[src/rtl/sdclk_pkg.sv]
`timescale 1ns/1ps
package sdclk_pkg;
  localparam int REG_W     = 32;
  localparam int DIV_W     = 8;
  localparam int ENA_BIT   = 16;
  localparam int PSV_BIT   = 17;
  localparam int START_BIT = 31;
  localparam int UPD_BIT   = 21;
endpackage

[src/rtl/sdclk_cfg.sv]
`timescale 1ns/1ps
module sdclk_cfg #(
  parameter int REG_W = sdclk_pkg::REG_W,
  parameter int DIV_W = sdclk_pkg::DIV_W
) (
  input  logic             clk,
  input  logic             rst,
  input  logic             ctrl_wr_en,
  input  logic [REG_W-1:0] ctrl_wr_data,
  output logic [REG_W-1:0] ctrl_rd_data,
  input  logic             cmd_wr_en,
  input  logic [REG_W-1:0] cmd_wr_data,
  input  logic             clk_low_i,
  output logic             upd_busy,
  output logic             upd_done,
  output logic             apply_o,
  output logic [DIV_W-1:0] act_div,
  output logic             act_ena,
  output logic             act_psave
);
  import sdclk_pkg::*;

  localparam logic [REG_W-1:0] DIV_MASK  = REG_W'((64'd1 << DIV_W) - 64'd1);
  localparam logic [REG_W-1:0] CTRL_MASK = DIV_MASK | (REG_W'(1) << ENA_BIT)
                                           | (REG_W'(1) << PSV_BIT);
  localparam logic [REG_W-1:0] GO_MASK   = (REG_W'(1) << START_BIT)
                                           | (REG_W'(1) << UPD_BIT);

  logic [REG_W-1:0] shadow_q;
  logic             busy_q, done_q, go;
  logic [DIV_W-1:0] div_q;
  logic             ena_q, psave_q;

  assign go      = cmd_wr_en && ((cmd_wr_data & GO_MASK) == GO_MASK);
  assign apply_o = busy_q && clk_low_i;

  // shadow copy: software view only
  always_ff @(posedge clk) begin
    if (rst)             shadow_q <= '0;
    else if (ctrl_wr_en) shadow_q <= ctrl_wr_data & CTRL_MASK;
  end

  // handshake and working copy
  always_ff @(posedge clk) begin
    if (rst) begin
      busy_q  <= 1'b0;
      done_q  <= 1'b0;
      div_q   <= '0;
      ena_q   <= 1'b0;
      psave_q <= 1'b0;
    end else begin
      done_q <= apply_o;
      if (go)           busy_q <= 1'b1;
      else if (apply_o) busy_q <= 1'b0;
      if (apply_o) begin
        div_q   <= shadow_q[DIV_W-1:0];
        ena_q   <= shadow_q[ENA_BIT];
        psave_q <= shadow_q[PSV_BIT];
      end
    end
  end

  assign ctrl_rd_data = shadow_q;
  assign upd_busy     = busy_q;
  assign upd_done     = done_q;
  assign act_div      = div_q;
  assign act_ena      = ena_q;
  assign act_psave    = psave_q;

  AST_START_CLEARS: assert property (@(posedge clk) disable iff (rst)
    busy_q && clk_low_i && !go |=> !busy_q);
  AST_DONE_AFTER_BUSY: assert property (@(posedge clk) disable iff (rst)
    done_q |-> $past(busy_q));
  AST_ACT_HOLDS: assert property (@(posedge clk) disable iff (rst)
    !busy_q |=> $stable(div_q) && $stable(ena_q) && $stable(psave_q));
  AST_IGNORE_PARTIAL: assert property (@(posedge clk) disable iff (rst)
    cmd_wr_en && !go && !busy_q |=> !busy_q);
endmodule

[src/rtl/sdclk_div.sv]
`timescale 1ns/1ps
module sdclk_div #(
  parameter int DIV_W = sdclk_pkg::DIV_W
) (
  input  logic             clk,
  input  logic             rst,
  input  logic [DIV_W-1:0] div_i,
  input  logic             run_i,
  input  logic             apply_i,
  output logic             high_o
);
  logic [DIV_W-1:0] cnt_q;
  logic             high_q;
  logic             last;

  assign last = (cnt_q == div_i - 1'b1);

  always_ff @(posedge clk) begin
    if (rst || apply_i || div_i == '0) begin
      cnt_q  <= '0;
      high_q <= 1'b0;
    end else if (high_q) begin
      // a started high phase always completes
      if (last) begin
        cnt_q  <= '0;
        high_q <= 1'b0;
      end else begin
        cnt_q <= cnt_q + 1'b1;
      end
    end else if (run_i) begin
      if (last) begin
        cnt_q  <= '0;
        high_q <= 1'b1;
      end else begin
        cnt_q <= cnt_q + 1'b1;
      end
    end else begin
      cnt_q <= '0;
    end
  end

  assign high_o = high_q;

  AST_APPLY_ONLY_LOW: assert property (@(posedge clk) disable iff (rst)
    apply_i |-> !high_q);
  AST_HIGH_HOLDS: assert property (@(posedge clk) disable iff (rst)
    $rose(high_q) && div_i > 1 |=> high_q);
  AST_STOP_LOW: assert property (@(posedge clk) disable iff (rst)
    !run_i && !high_q |=> !high_q);
  AST_BYPASS_FLAT: assert property (@(posedge clk) disable iff (rst)
    div_i == '0 |=> !high_q);
endmodule

[src/rtl/sdclk_out.sv]
`timescale 1ns/1ps
module sdclk_out (
  input  logic clk,
  input  logic rst,
  input  logic bypass_run_i,
  input  logic div_high_i,
  output logic card_clk
);
  logic gate_q;

  // enable changes only while the module clock is low
  always_ff @(negedge clk) begin
    if (rst) gate_q <= 1'b0;
    else     gate_q <= bypass_run_i;
  end

  assign card_clk = (clk & gate_q) | div_high_i;
endmodule

[src/rtl/sdclk_gen.sv]
`timescale 1ns/1ps
module sdclk_gen #(
  parameter int REG_W = sdclk_pkg::REG_W,
  parameter int DIV_W = sdclk_pkg::DIV_W
) (
  input  logic             clk,
  input  logic             rst,
  input  logic             ctrl_wr_en,
  input  logic [REG_W-1:0] ctrl_wr_data,
  output logic [REG_W-1:0] ctrl_rd_data,
  input  logic             cmd_wr_en,
  input  logic [REG_W-1:0] cmd_wr_data,
  output logic             upd_busy,
  output logic             upd_done,
  input  logic             xfer_busy,
  output logic             card_clk
);
  logic [DIV_W-1:0] act_div;
  logic             act_ena, act_psave, apply, div_high, run;

  sdclk_cfg #(.REG_W(REG_W), .DIV_W(DIV_W)) u_cfg (
    .clk(clk), .rst(rst),
    .ctrl_wr_en(ctrl_wr_en), .ctrl_wr_data(ctrl_wr_data), .ctrl_rd_data(ctrl_rd_data),
    .cmd_wr_en(cmd_wr_en), .cmd_wr_data(cmd_wr_data),
    .clk_low_i(!div_high),
    .upd_busy(upd_busy), .upd_done(upd_done), .apply_o(apply),
    .act_div(act_div), .act_ena(act_ena), .act_psave(act_psave)
  );

  assign run = act_ena && (!act_psave || xfer_busy);

  sdclk_div #(.DIV_W(DIV_W)) u_div (
    .clk(clk), .rst(rst), .div_i(act_div), .run_i(run),
    .apply_i(apply), .high_o(div_high)
  );

  sdclk_out u_out (
    .clk(clk), .rst(rst),
    .bypass_run_i(run && act_div == '0),
    .div_high_i(div_high), .card_clk(card_clk)
  );
endmodule

[config.mk]
export PLATFORM = sky130hd
export DESIGN_NAME = sdclk_gen
export DESIGN_NICKNAME = d
export VERILOG_FILES = /design/src/rtl/sdclk_pkg.sv /design/src/rtl/sdclk_cfg.sv /design/src/rtl/sdclk_div.sv /design/src/rtl/sdclk_out.sv /design/src/rtl/sdclk_gen.sv
export SDC_FILE = /design/constraint.sdc
export NUM_CORES = 1
export LEC_CHECK = 0
export ABC_AREA = 1
export BUFFER_PORTS_ARGS = -buffer_cell sky130_fd_sc_hd__buf_2
export CORE_AREA = 2 2 65 74
export DETAILED_ROUTE_END_ITERATION = 6
export DIE_AREA = 0 0 67 76
export PLACE_DENSITY = 0.79
export SLEW_MARGIN = 10
export SYNTH_ARGS = -nofsm -noshare
export SYNTH_HDL_FRONTEND = slang
export SYNTH_HIERARCHICAL = 1
export SYNTH_SLANG_ARGS = --single-unit
[constraint.sdc]
create_clock -name clk -period 4.3 [get_ports clk]
set_clock_uncertainty 0.05 [all_clocks]
set_input_delay 0.86 -clock clk [delete_from_list [all_inputs] [get_ports clk]]
set_output_delay 0.86 -clock clk [all_outputs]
set_load 0.01 [all_outputs]
# Word level (Yosys, flattened, before mapping)

Index checks and enable logic that the tools add are counted.

Flip-flop bits (word level): 32
Latch bits: 0
Memory bits (writable): 0
Memory bits (read-only): 0
Bits of input ports: 69
Output and inout port bits: 35
Logic and storage cells: 35
Memories kept: 0

Add/sub/neg operators: 2
$mul: 0
Div/mod/pow operators: 0
$lt $le $gt $ge: 0
Eq/ne operators: 2
Shift operators: 0
Muxes and demuxes: 9
Bitwise logic cells: 2
Reductions and logical operators: 11

Operators with widths:

| operator              | count |
|---|---|
| $mux W8               | 3 |
| $add A8 B1 Y8 const B | 1 |
| $eq A8 B8 Y1          | 1 |
| $logic_not A8 Y1      | 1 |
| $sub A8 B1 Y8 const B | 1 |
| $mux W1               | 6 |
| $logic_and A1 B1 Y1   | 4 |
| $logic_or A1 B1 Y1    | 3 |
| $eq A2 B2 Y1 const B  | 1 |
| $logic_not A1 Y1      | 2 |
| $reduce_bool A2 Y1    | 1 |
| $and A1 B1 Y1         | 1 |
| $or A1 B1 Y1          | 1 |

# Longest topological paths before layout

Gate-level depths: netlist of the first run.

Word-level depth: 5
Depth in mapped cells: 12
Depth with buffers taken out: 12

# Modules after synthesis

The synthesis of the first run kept the hierarchy.

Modules (own cells, without submodules):

| module    | instances | cells an instance | area an instance (um^2) | seq. area each (um^2) |
|---|---|---|---|---|
| sdclk_cfg | 1         | 139               | 994.7                   | 440.4 |
| sdclk_div | 1         | 124               | 773.2                   | 180.2 |
| sdclk_gen | 1         | 21                | 81.3                    | 0.0 |
| sdclk_out | 1         | 7                 | 42.5                    | 20.0 |

==> metrics.md, run 1 <==
| Metric | Value |
|---|---|
| Status | completed |
| Num rows | 26 |
| Synth async-reset ratio | 0% |
| Final core occ | a little under half |
| Crit path launch type | flip-flop |
| Netlist cell types | 28 |
| Hold WC Path Type | flip-flop to flip-flop |
| Initial antenna violation count | 0 |
| Total track usage | 15.3% |
| Crit path top cell by count | nand2_1 |
| Crit path cell chain | nand2_1 -> nand2_1 -> buf_2 |
| CP max FO | 1 |
| Initial Util | 42.8% |
| Area of the mapped netlist | approximately 1900 um^2 |
| Placed Cells | 369 |
| Placed Area | roughly 2000 um^2 |
| Setup TNS | 0 ps |
| Sequential Area | 641 um^2 |
| CTS tree | yes |
| Vias in the first global route | 1490 |
| Pwr Density | 336 nW/um^2 |
| Num ports | ~100 |
| GR Overflow Total | 0 |
| Fin nets | roughly 400 |
| WP data arrival | approximately 3100 ps |
| Share of cells above drive strength 1 | between 10% and 20% |
| Synthesis-stage register bit count | 32 |
| Via/cell ratio | 4.44 |
| Post-synth EDFFs | 0 |
| YS warnings | 6 |
| Core box area | approximately 4400 um^2 |
| Drt first-iter violations | 29 |
| First-pass GRT wire length | ~6 mm |
| Hold Buf Count CTS | 0 |
| Gpl congestion | between 0.8 and 0.9 |
| Slew headroom | between 60% and 70% |
| PostCTS Resize Cnt | 0 |
| Most frequent cells in the layout | 67 x nand2_1, 65 x nor2_1, 42 x inv_1, 32 x dfxtp_1, 29 x buf_2 |
| Max Cap Viol | 0 |
| Commonest non-fill, non-tap cell in the layout | nand2_1 |
| Max-slew violations | 0 |
| Final hold violations | 0 |
| Synthesis-to-layout area growth | 11.5% |
| Clk_lat worst skew | 390 ps |
| Post-DP HPWL | approximately 2.5 mm |
| Clock-pin slew of the registers on the worst-case setup and hold paths | ~70 ps |
| Via count | 1681 |
| Post-route antenna net violation count | 0 |
| Fin worst setup slack | around 300 ps |
| P_leak | 0.00113 uW |
| DRC | 0 |
| Primary FF master, synth | dfxtp_1 |
| Port Buffers | 29 |
| CP required | roughly 3400 ps |
| Crit path capture type | output pin |
| CP Buf/Inv Count | 1 |
| Max incr delay on CP | roughly 300 ps |
| Pin slew with the least headroom to its limit | 528 ps |
| RSZ-0062 raised after global routing | false |
| Synthesized area per cell | about 6.5 um^2 |
| Slowest CP cell | dfxtp_1 |
| Die W | approximately 67 um |
| Routed length per instance | around 9.1 um |
| Setup Slack @ Placement | 723 ps |
| Post-Layout Cell Count | 379 |
| WL final | roughly 3.4 mm |
| Die height | between 70 and 80 um |
| Post-synthesis sequential area ratio | ~34% |
| VDD IR max | ~0.22 mV |
| Pin count of the biggest net entering global routing | 23 |
| Multi-input logic area | between 900 and 1000 um^2 |
| # Post-CTS Setup Buffers | 0 |
| DRT Pass-1 Iters | 4 |
| Antenna Cells | 0 |
| Design area | 2110 um^2 |
| CP Class | flip-flop to output pin |
| # fillers | about 450 |
| Final setup violating endpoints | 0 |
| Die footprint | 5090 um^2 |
| Delay-heaviest family, CP | flip-flops |
| Syn Inst Count | roughly 290 |
[power by group]
group / switching (uW) / internal (uW) / leakage (uW)
sequential: 9.28 / 307 / 0.000261
combinational: 56.3 / 30.9 / 0.000780
clock: 120 / 185 / 0.0000853
[cells by family (layout without fill, tap and decap cells)]
| kind of cell | count (synthesis) | count (layout) | synth area share (%) |
|---|---|---|---|
| simple gates | 156 | 156 | 34.5 |
| other cells | 1 | 22 | 0.198 |
| flops | 32 | 32 | 33.9 |
| xor+xnor | 11 | 11 | 5.09 |
| buf+inv | 73 | 84 | 19.7 |
| fa+ha+maj | 3 | 3 | 1.98 |
| compound gates | 15 | 15 | 4.70 |
[area by class of cell]
cell class | instances | share of cell area [%]
Inverter | 44 | 7.83
Clock buffer | 10 | 6.11
Clock inverter | 2 | 0.356
Tap cell | 56 | 3.32
Sequential cell | 32 | 30.4
Multi-Input combinational cell | 207 | 45.4
Timing Repair Buffer | 28 | 6.64
[Yosys cell counts, types with 2 or more instances]
master / n / area (um^2)
xor2_1: 8 / 70.1
nor2_1: 65 / 244
nand2_1: 67 / 251
inv_2: 2 / 7.51
nor2_2: 2 / 12.5
xnor2_1: 3 / 26.3
o21ai_0: 12 / 60.1
buf_4: 23 / 173
inv_1: 42 / 158
ha_1: 3 / 37.5
dfxtp_1: 32 / 641
buf_2: 3 / 15.0
nand3_1: 14 / 70.1
[stage by stage]
step,hold WS (ps),power [uW]
floorplan,379,404
global placement,395,410
detailed placement,407,413
CTS,423,717
global route,434,753
finish,429,709
[final timing paths]
| check | from | cells past startpoint | slack [ps] | endpoint |
|---|---|---|---|---|
| worst max register to register | u_cfg/act_div[2]$_SDFFE_PP0P_ | 7 | 1240 | u_out/gate_q$_SDFF_NP0_ |
| worst max-delay path | u_out/gate_q$_SDFF_NP0_ | 3 | 290 | card_clk |
| worst min-delay path | u_div/cnt_q[0]$_SDFF_PP0_ | 1 | 430 | u_div/cnt_q[0]$_SDFF_PP0_ |
| worst min register to register | u_div/cnt_q[0]$_SDFF_PP0_ | 1 | 430 | u_div/cnt_q[0]$_SDFF_PP0_ |
[state kept, by name, indices dropped and copies added, names as in the netlist]
register / flops
u_div/cnt_q: 8
u_out/gate_q: 1
u_cfg/act_div: 8
u_cfg/ctrl_rd_data: 10
u_cfg/act_ena: 1
u_div/high_o: 1
u_cfg/upd_busy: 1
u_cfg/act_psave: 1
u_cfg/upd_done: 1
[layer usage]
layer	vias up	wire [um]	GRT usage, %	part of all wire (%)
li1	884	-	-	-
met1	731	1450	16.6	42
met2	59	1680	25.3	49
met3	7	234	5.91	6.8
met4	0	73	7.35	2.1
met5	-	0	0	0
Power figures use the tool's default switching activity.
==> run 2: changes to the inputs <==
--- a/config.mk
+++ b/config.mk
@@ -7,10 +7,10 @@
 export LEC_CHECK = 0
 export ABC_AREA = 1
 export BUFFER_PORTS_ARGS = -buffer_cell sky130_fd_sc_hd__buf_2
-export CORE_AREA = 2 2 65 74
+export CORE_AREA = 2 2 63 71
 export DETAILED_ROUTE_END_ITERATION = 6
-export DIE_AREA = 0 0 67 76
-export PLACE_DENSITY = 0.79
+export DIE_AREA = 0 0 65 73
+export PLACE_DENSITY = 0.84
 export SLEW_MARGIN = 10
 export SYNTH_ARGS = -nofsm -noshare
 export SYNTH_HDL_FRONTEND = slang
==> run 2 against run 1 <==
Compared with the run above: register-to-register slack lost 30 ps; via count shrank 2.1%; global-route usage grew 1.1 points; critical endpoint unchanged.
==> metrics.md, run 2 (same netlist as run 1, synthesis figures left out) <==
| Metric | Value |
|---|---|
| Reg2Reg Launch Point | u_cfg/act_div[2]$_SDFFE_PP0P_ (unchanged) |
| CP max FO | 1 (unchanged) |
| Hold path cells | 1 (unchanged) |
| CP Class | flip-flop to output pin (unchanged) |
| Setup TNS | 0 ps (unchanged) |
| Pwr Density | 335 nW/um^2 (was 336 nW/um^2) |
| CP required | 3390 ps (about the same) |
| Crit path capture type | output pin (unchanged) |
| Clock-pin slew of the registers on the worst-case setup and hold paths | 60 ps (was 70 ps) |
| Worst r2r path cells | 7 (unchanged) |
| WP data arrival | 3110 ps (was 3100 ps) |
| Routed length per instance | 8.72 um (was 9.08 um) |
| Status | completed (unchanged) |
| Clk_lat worst skew | 400 ps (was 390 ps) |
| Die footprint | 4750 um^2 (was 5090 um^2) |
| Pin count of the biggest net entering global routing | 23 (unchanged) |
| Delay-heaviest family, CP | flip-flops (unchanged) |
| Max Cap Viol | 0 (unchanged) |
| Hold WC Path Type | flip-flop to flip-flop (unchanged) |
| Crit path launch type | flip-flop (unchanged) |
| Slowest CP cell | dfxtp_1 (unchanged) |
| Total track usage | 16.4% (was 15.3%) |
| Worst hold endpoint | u_div/cnt_q[0]$_SDFF_PP0_ (unchanged) |
| # fillers | 396 (was 445) |
| Port Buffers | 29 (unchanged) |
| CP Buf/Inv Count | 1 (unchanged) |
| Hold Buf Count CTS | 0 (unchanged) |
| DRT Pass-1 Iters | 4 (unchanged) |
| Sequential Area | 641 um^2 (unchanged) |
| Initial antenna violation count | 0 (unchanged) |
| DRC | 0 (unchanged) |
| P_leak | 0.00112 uW (was 0.00113 uW) |
| Hold path start | u_div/cnt_q[0]$_SDFF_PP0_ (unchanged) |
| Worst flop-to-flop path endpoint | u_out/gate_q$_SDFF_NP0_ (unchanged) |
| Max incr delay on CP | 300 ps (about the same) |
| # Post-CTS Setup Buffers | 0 (unchanged) |
| Gpl congestion | 0.895 (was 0.878) |
| Die W | 65 um (was 67 um) |
| WL final | 3.30 mm (was 3.44 mm) |
| Commonest non-fill, non-tap cell in the layout | nand2_1 (unchanged) |
| RSZ-0062 raised after global routing | false (unchanged) |
| Synthesis-to-layout area growth | 11.5% (unchanged) |
| Design area | 2110 um^2 (unchanged) |
| GR Overflow Total | 0 (unchanged) |
| Die height | 73 um (was 76 um) |
| Fin nets | 395 (unchanged) |
| Initial Util | 46.2% (was 42.8%) |
| Final setup violating endpoints | 0 (unchanged) |
| Core box area | 4100 um^2 (was 4420 um^2) |
| Drt first-iter violations | 35 (was 29) |
| Antenna Cells | 0 (unchanged) |
| Max-slew violations | 0 (unchanged) |
| Crit path top cell by count | nand2_1 (unchanged) |
| Post-route antenna net violation count | 0 (unchanged) |
| Slew headroom | 65.5% (was 64.8%) |
| Internal reg-to-reg setup slack | 1210 ps (was 1240 ps) |
| Via count | 1646 (was 1681) |
| Vias in the first global route | 1472 (was 1490) |
| CTS tree | yes (unchanged) |
| Multi-input logic area | 957 um^2 (unchanged) |
| Pin slew with the least headroom to its limit | 517 ps (was 528 ps) |
| Num rows | 25 (was 26) |
| Post-DP HPWL | 2.47 mm (was 2.46 mm) |
| Num ports | 104 (unchanged) |
| Placed Area | 1980 um^2 (about the same) |
| First-pass GRT wire length | 5.84 mm (was 6.02 mm) |
| Via/cell ratio | 4.35 (was 4.44) |
| Share of cells above drive strength 1 | 14.8% (was 14.6%) |
| Most frequent cells in the layout | 67 x nand2_1, 65 x nor2_1, 42 x inv_1, 32 x dfxtp_1, 29 x buf_2 (unchanged) |
| Crit path cell chain | nand2_1 -> nand2_1 -> buf_2 (unchanged) |
| Max reg flops | 10 (unchanged) |
| VDD IR max | 0.223 mV (was 0.217 mV) |
| Final hold violations | 0 (unchanged) |
| PostCTS Resize Cnt | 0 (unchanged) |
-- run 2: changes by cell type in the layout (fill, tap and decap cells not counted), sizes merged --
cell,delta
clkinvlp,+1
-- run 2: layer usage --
metal  share of wire (%)  vias to the layer above  track usage, %
li1                    -                      879               -
met1                  40                      708            16.0
met2                  51                       53            28.6
met3                 7.1                        6            7.41
met4                 1.9                        0            9.22
met5                   0                        -               0
-- run 2: area by class of cell --
| cell class | count | area share (%) |
|---|---|---|
| flip-flops and latches | 32 | 30.4 |
| clock inverters | 3 | 0.949 |
| inverters | 44 | 7.83 |
| clock buffers | 10 | 5.63 |
| repair buffers | 28 | 6.64 |
| multi-input cells | 207 | 45.4 |
| well taps | 54 | 3.20 |
-- run 2: how the worst max path moves through the flow --
| stage | cells past startpoint | slack (ps) | end | startpoint |
|---|---|---|---|---|
| 4_1_cts | 3 | 270 | card_clk | u_out/gate_q$_SDFF_NP0_ |
| 3_3_place_gp | 7 | 740 | u_out/gate_q$_SDFF_NP0_ | xfer_busy |
| 3_5_place_dp | 7 | 730 | u_out/gate_q$_SDFF_NP0_ | xfer_busy |
| 6_report | 3 | 280 | card_clk | u_out/gate_q$_SDFF_NP0_ |
| 5_1_grt | 3 | 160 | card_clk | u_out/gate_q$_SDFF_NP0_ |
| 2_1_floorplan | 2 | 830 | card_clk | u_out/gate_q$_SDFF_NP0_ |
-- run 2: where the power goes --
group / internal, uW / switching (uW)
clock: 175 / 129
combinational: 30.9 / 56.4
sequential: 307 / 9.31
-- run 2: metrics by stage --
stage          hold slack (ps)  util (%)  worst slack [ps]  power [uW]  instances
2_1_floorplan              379         -               829         404        312
3_3_place_gp               396      48.3               743         410        367
3_5_place_dp               414      48.3               730         413        367
4_1_cts                    429      51.5               269         715        378
5_1_grt                    450      51.5               163         752        378
6_report                   428      51.5               282         708        378
-- run 2: worst register-to-register path, stage by stage (launching register included) --
cell     delay [ps]
dfxtp_1         380
inv_1            80
nand2_1          50
nor2_1          120
nand2_1          80
nor2_2           70
inv_1            40
nor2_1           70
==> run 3: changes to the inputs <==
--- a/config.mk
+++ b/config.mk
@@ -6,8 +6,9 @@
 export NUM_CORES = 1
 export LEC_CHECK = 0
 export ABC_AREA = 1
-export BUFFER_PORTS_ARGS = -buffer_cell sky130_fd_sc_hd__buf_2
+export BUFFER_PORTS_ARGS = -buffer_cell sky130_fd_sc_hd__buf_4
 export CORE_AREA = 2 2 63 71
+export CTS_CLUSTER_DIAMETER = 40
 export DETAILED_ROUTE_END_ITERATION = 6
 export DIE_AREA = 0 0 65 73
 export PLACE_DENSITY = 0.84
==> run 3 against run 2 <==
Compared with the run above: via count is 4.1% higher; largest power group unchanged; non-clock buffer count unchanged; flip-flop and latch count unchanged; combinational power grew 11%; die area unchanged; clock power barely moved; wire length increased by 7.8%; critical path type unchanged; worst setup slack lost 17 ps; clock-buffer cell count unchanged; sequential power barely moved; register-to-register slack lost 30 ps; critical endpoint unchanged; sequential share of layout area down 1.0 points.
==> metrics.md, run 3 (same netlist as run 1, synthesis figures left out) <==
| Metric | Value |
|---|---|
| Status | completed (unchanged) |
| CP required | 3390 ps (about the same) |
| WL final | 3.56 mm (was 3.30 mm) |
| Max reg flops | 10 (unchanged) |
| Post-route antenna net violation count | 0 (unchanged) |
| Pwr Density | 328 nW/um^2 (was 335 nW/um^2) |
| Slew headroom | 65.7% (was 65.5%) |
| Die height | 73 um (unchanged) |
| Post-DP HPWL | 2.55 mm (was 2.47 mm) |
| Hold WC Path Type | flip-flop to flip-flop (unchanged) |
| Gpl congestion | 0.897 (was 0.895) |
| Setup TNS | 0 ps (unchanged) |
| # Post-CTS Setup Buffers | 0 (unchanged) |
| Worst flop-to-flop path endpoint | u_out/gate_q$_SDFF_NP0_ (unchanged) |
| Synthesis-to-layout area growth | 15.3% (was 11.5%) |
| Crit path top cell by count | nand2_1 (unchanged) |
| DRC | 0 (unchanged) |
| VDD IR max | 0.229 mV (was 0.223 mV) |
| Crit path cell chain | nand2_1 -> nand2_1 -> buf_4 (was nand2_1 -> nand2_1 -> buf_2) |
| CP Class | flip-flop to output pin (unchanged) |
| Crit path launch type | flip-flop (unchanged) |
| Share of cells above drive strength 1 | 14.8% (unchanged) |
| Routed length per instance | 9.40 um (was 8.72 um) |
| Vias in the first global route | 1522 (was 1472) |
| Final setup violating endpoints | 0 (unchanged) |
| Final core occ | 53.3% (was 51.5%) |
| First-pass GRT wire length | 6.18 mm (was 5.84 mm) |
| Via/cell ratio | 4.53 (was 4.35) |
| Internal reg-to-reg setup slack | 1180 ps (was 1210 ps) |
| CP max FO | 1 (unchanged) |
| WP data arrival | 3130 ps (was 3110 ps) |
| PostCTS Resize Cnt | 0 (unchanged) |
| Antenna Cells | 0 (unchanged) |
| Most frequent cells in the layout | 67 x nand2_1, 65 x nor2_1, 42 x inv_1, 32 x dfxtp_1, 29 x buf_4 (was 67 x nand2_1, 65 x nor2_1, 42 x inv_1, 32 x dfxtp_1, 29 x buf_2) |
| Pin slew with the least headroom to its limit | 514 ps (was 517 ps) |
| Delay-heaviest family, CP | flip-flops (unchanged) |
| Port Buffers | 29 (unchanged) |
| Max-slew violations | 0 (unchanged) |
| Crit path capture type | output pin (unchanged) |
| CP Depth | 3 (unchanged) |
| GR Overflow Total | 0 (unchanged) |
| Pin count of the biggest net entering global routing | 23 (unchanged) |
| DRT Pass-1 Iters | 4 (unchanged) |
| Core box area | 4100 um^2 (unchanged) |
| Num ports | 104 (unchanged) |
| CTS tree | yes (unchanged) |
| Reg2Reg Launch Point | u_cfg/act_div[2]$_SDFFE_PP0P_ (unchanged) |
| Worst setup endpoint | card_clk (unchanged) |
| Max Cap Viol | 0 (unchanged) |
| CP Buf/Inv Count | 1 (unchanged) |
| Clk_lat worst skew | 390 ps (was 400 ps) |
| Max incr delay on CP | 290 ps (was 300 ps) |
| Die footprint | 4750 um^2 (unchanged) |
| Commonest non-fill, non-tap cell in the layout | nand2_1 (unchanged) |
| Final hold violations | 0 (unchanged) |
| Slowest CP cell | dfxtp_1 (unchanged) |
| Clock-pin slew of the registers on the worst-case setup and hold paths | 60 ps (about the same) |
| Worst r2r path cells | 7 (unchanged) |
| P_leak | 0.00114 uW (was 0.00112 uW) |
| Drt first-iter violations | 40 (was 35) |
| Via count | 1714 (was 1646) |
| Initial antenna violation count | 0 (unchanged) |
| Total track usage | 17.1% (was 16.4%) |
| Die W | 65 um (unchanged) |
| Num rows | 25 (unchanged) |
| Hold Buf Count CTS | 0 (unchanged) |
| Initial Util | 46.2% (unchanged) |
| Worst Setup SP | u_out/gate_q$_SDFF_NP0_ (unchanged) |
| Fin nets | 395 (unchanged) |
| RSZ-0062 raised after global routing | false (unchanged) |
-- run 3: cell counts in the layout (fill, tap and decap cells not counted) --
Identical to the previous run, type by type.
-- run 3: stage by stage --
step | cells | setup slack [ps] | hold WS, ps | power (uW) | area, um^2
after floorplan | 312 | 829 | 379 | 404 | 1970
after global placement | 367 | 733 | 396 | 418 | 2050
after detailed placement | 367 | 711 | 413 | 421 | 2050
after CTS | 378 | 252 | 427 | 724 | 2180
after global routing | 378 | 187 | 462 | 754 | 2180
final | 378 | 265 | 422 | 717 | 2180
-- run 3: cell type report --
cell class / count / area [um^2]
Fill cell: 395 / 1920
Multi-Input combinational cell: 207 / 957
Sequential cell: 32 / 641
Timing Repair Buffer: 28 / 210
Inverter: 44 / 165
Clock buffer: 10 / 121
Tap cell: 54 / 67.6
Clock inverter: 3 / 20.0
-- run 3: routing by layer --
metal	wire length [um]	global-route usage, %
met2	1780	30.1
met5	0	0
met4	121	10.4
met1	1410	17.1
met3	237	6.17
-- run 3: worst min-delay path by stage --
stage	start	endpoint	slack [ps]	depth (start not counted)
detailed placement	u_div/cnt_q[0]$_SDFF_PP0_	u_div/cnt_q[0]$_SDFF_PP0_	410	1
floorplan	u_div/cnt_q[0]$_SDFF_PP0_	u_div/cnt_q[0]$_SDFF_PP0_	380	1
global placement	u_div/cnt_q[0]$_SDFF_PP0_	u_div/cnt_q[0]$_SDFF_PP0_	400	1
finish	u_div/cnt_q[0]$_SDFF_PP0_	u_div/cnt_q[0]$_SDFF_PP0_	420	1
CTS	u_div/cnt_q[0]$_SDFF_PP0_	u_div/cnt_q[0]$_SDFF_PP0_	430	1
global route	u_div/cnt_q[0]$_SDFF_PP0_	u_div/cnt_q[0]$_SDFF_PP0_	460	1
-- run 3: where the power goes --
part	internal, uW	switching [uW]	total (uW)
Sequential	307	9.58	317
Clock	175	128	303
Combinational	38.4	58.5	97.0
-- run 3: worst reg2reg max path: stages, from the launching register on --
cell,delay [ps]
dfxtp_1,380
inv_1,80
nand2_1,50
nor2_1,110
nand2_1,80
nor2_2,70
inv_1,40
nor2_1,100
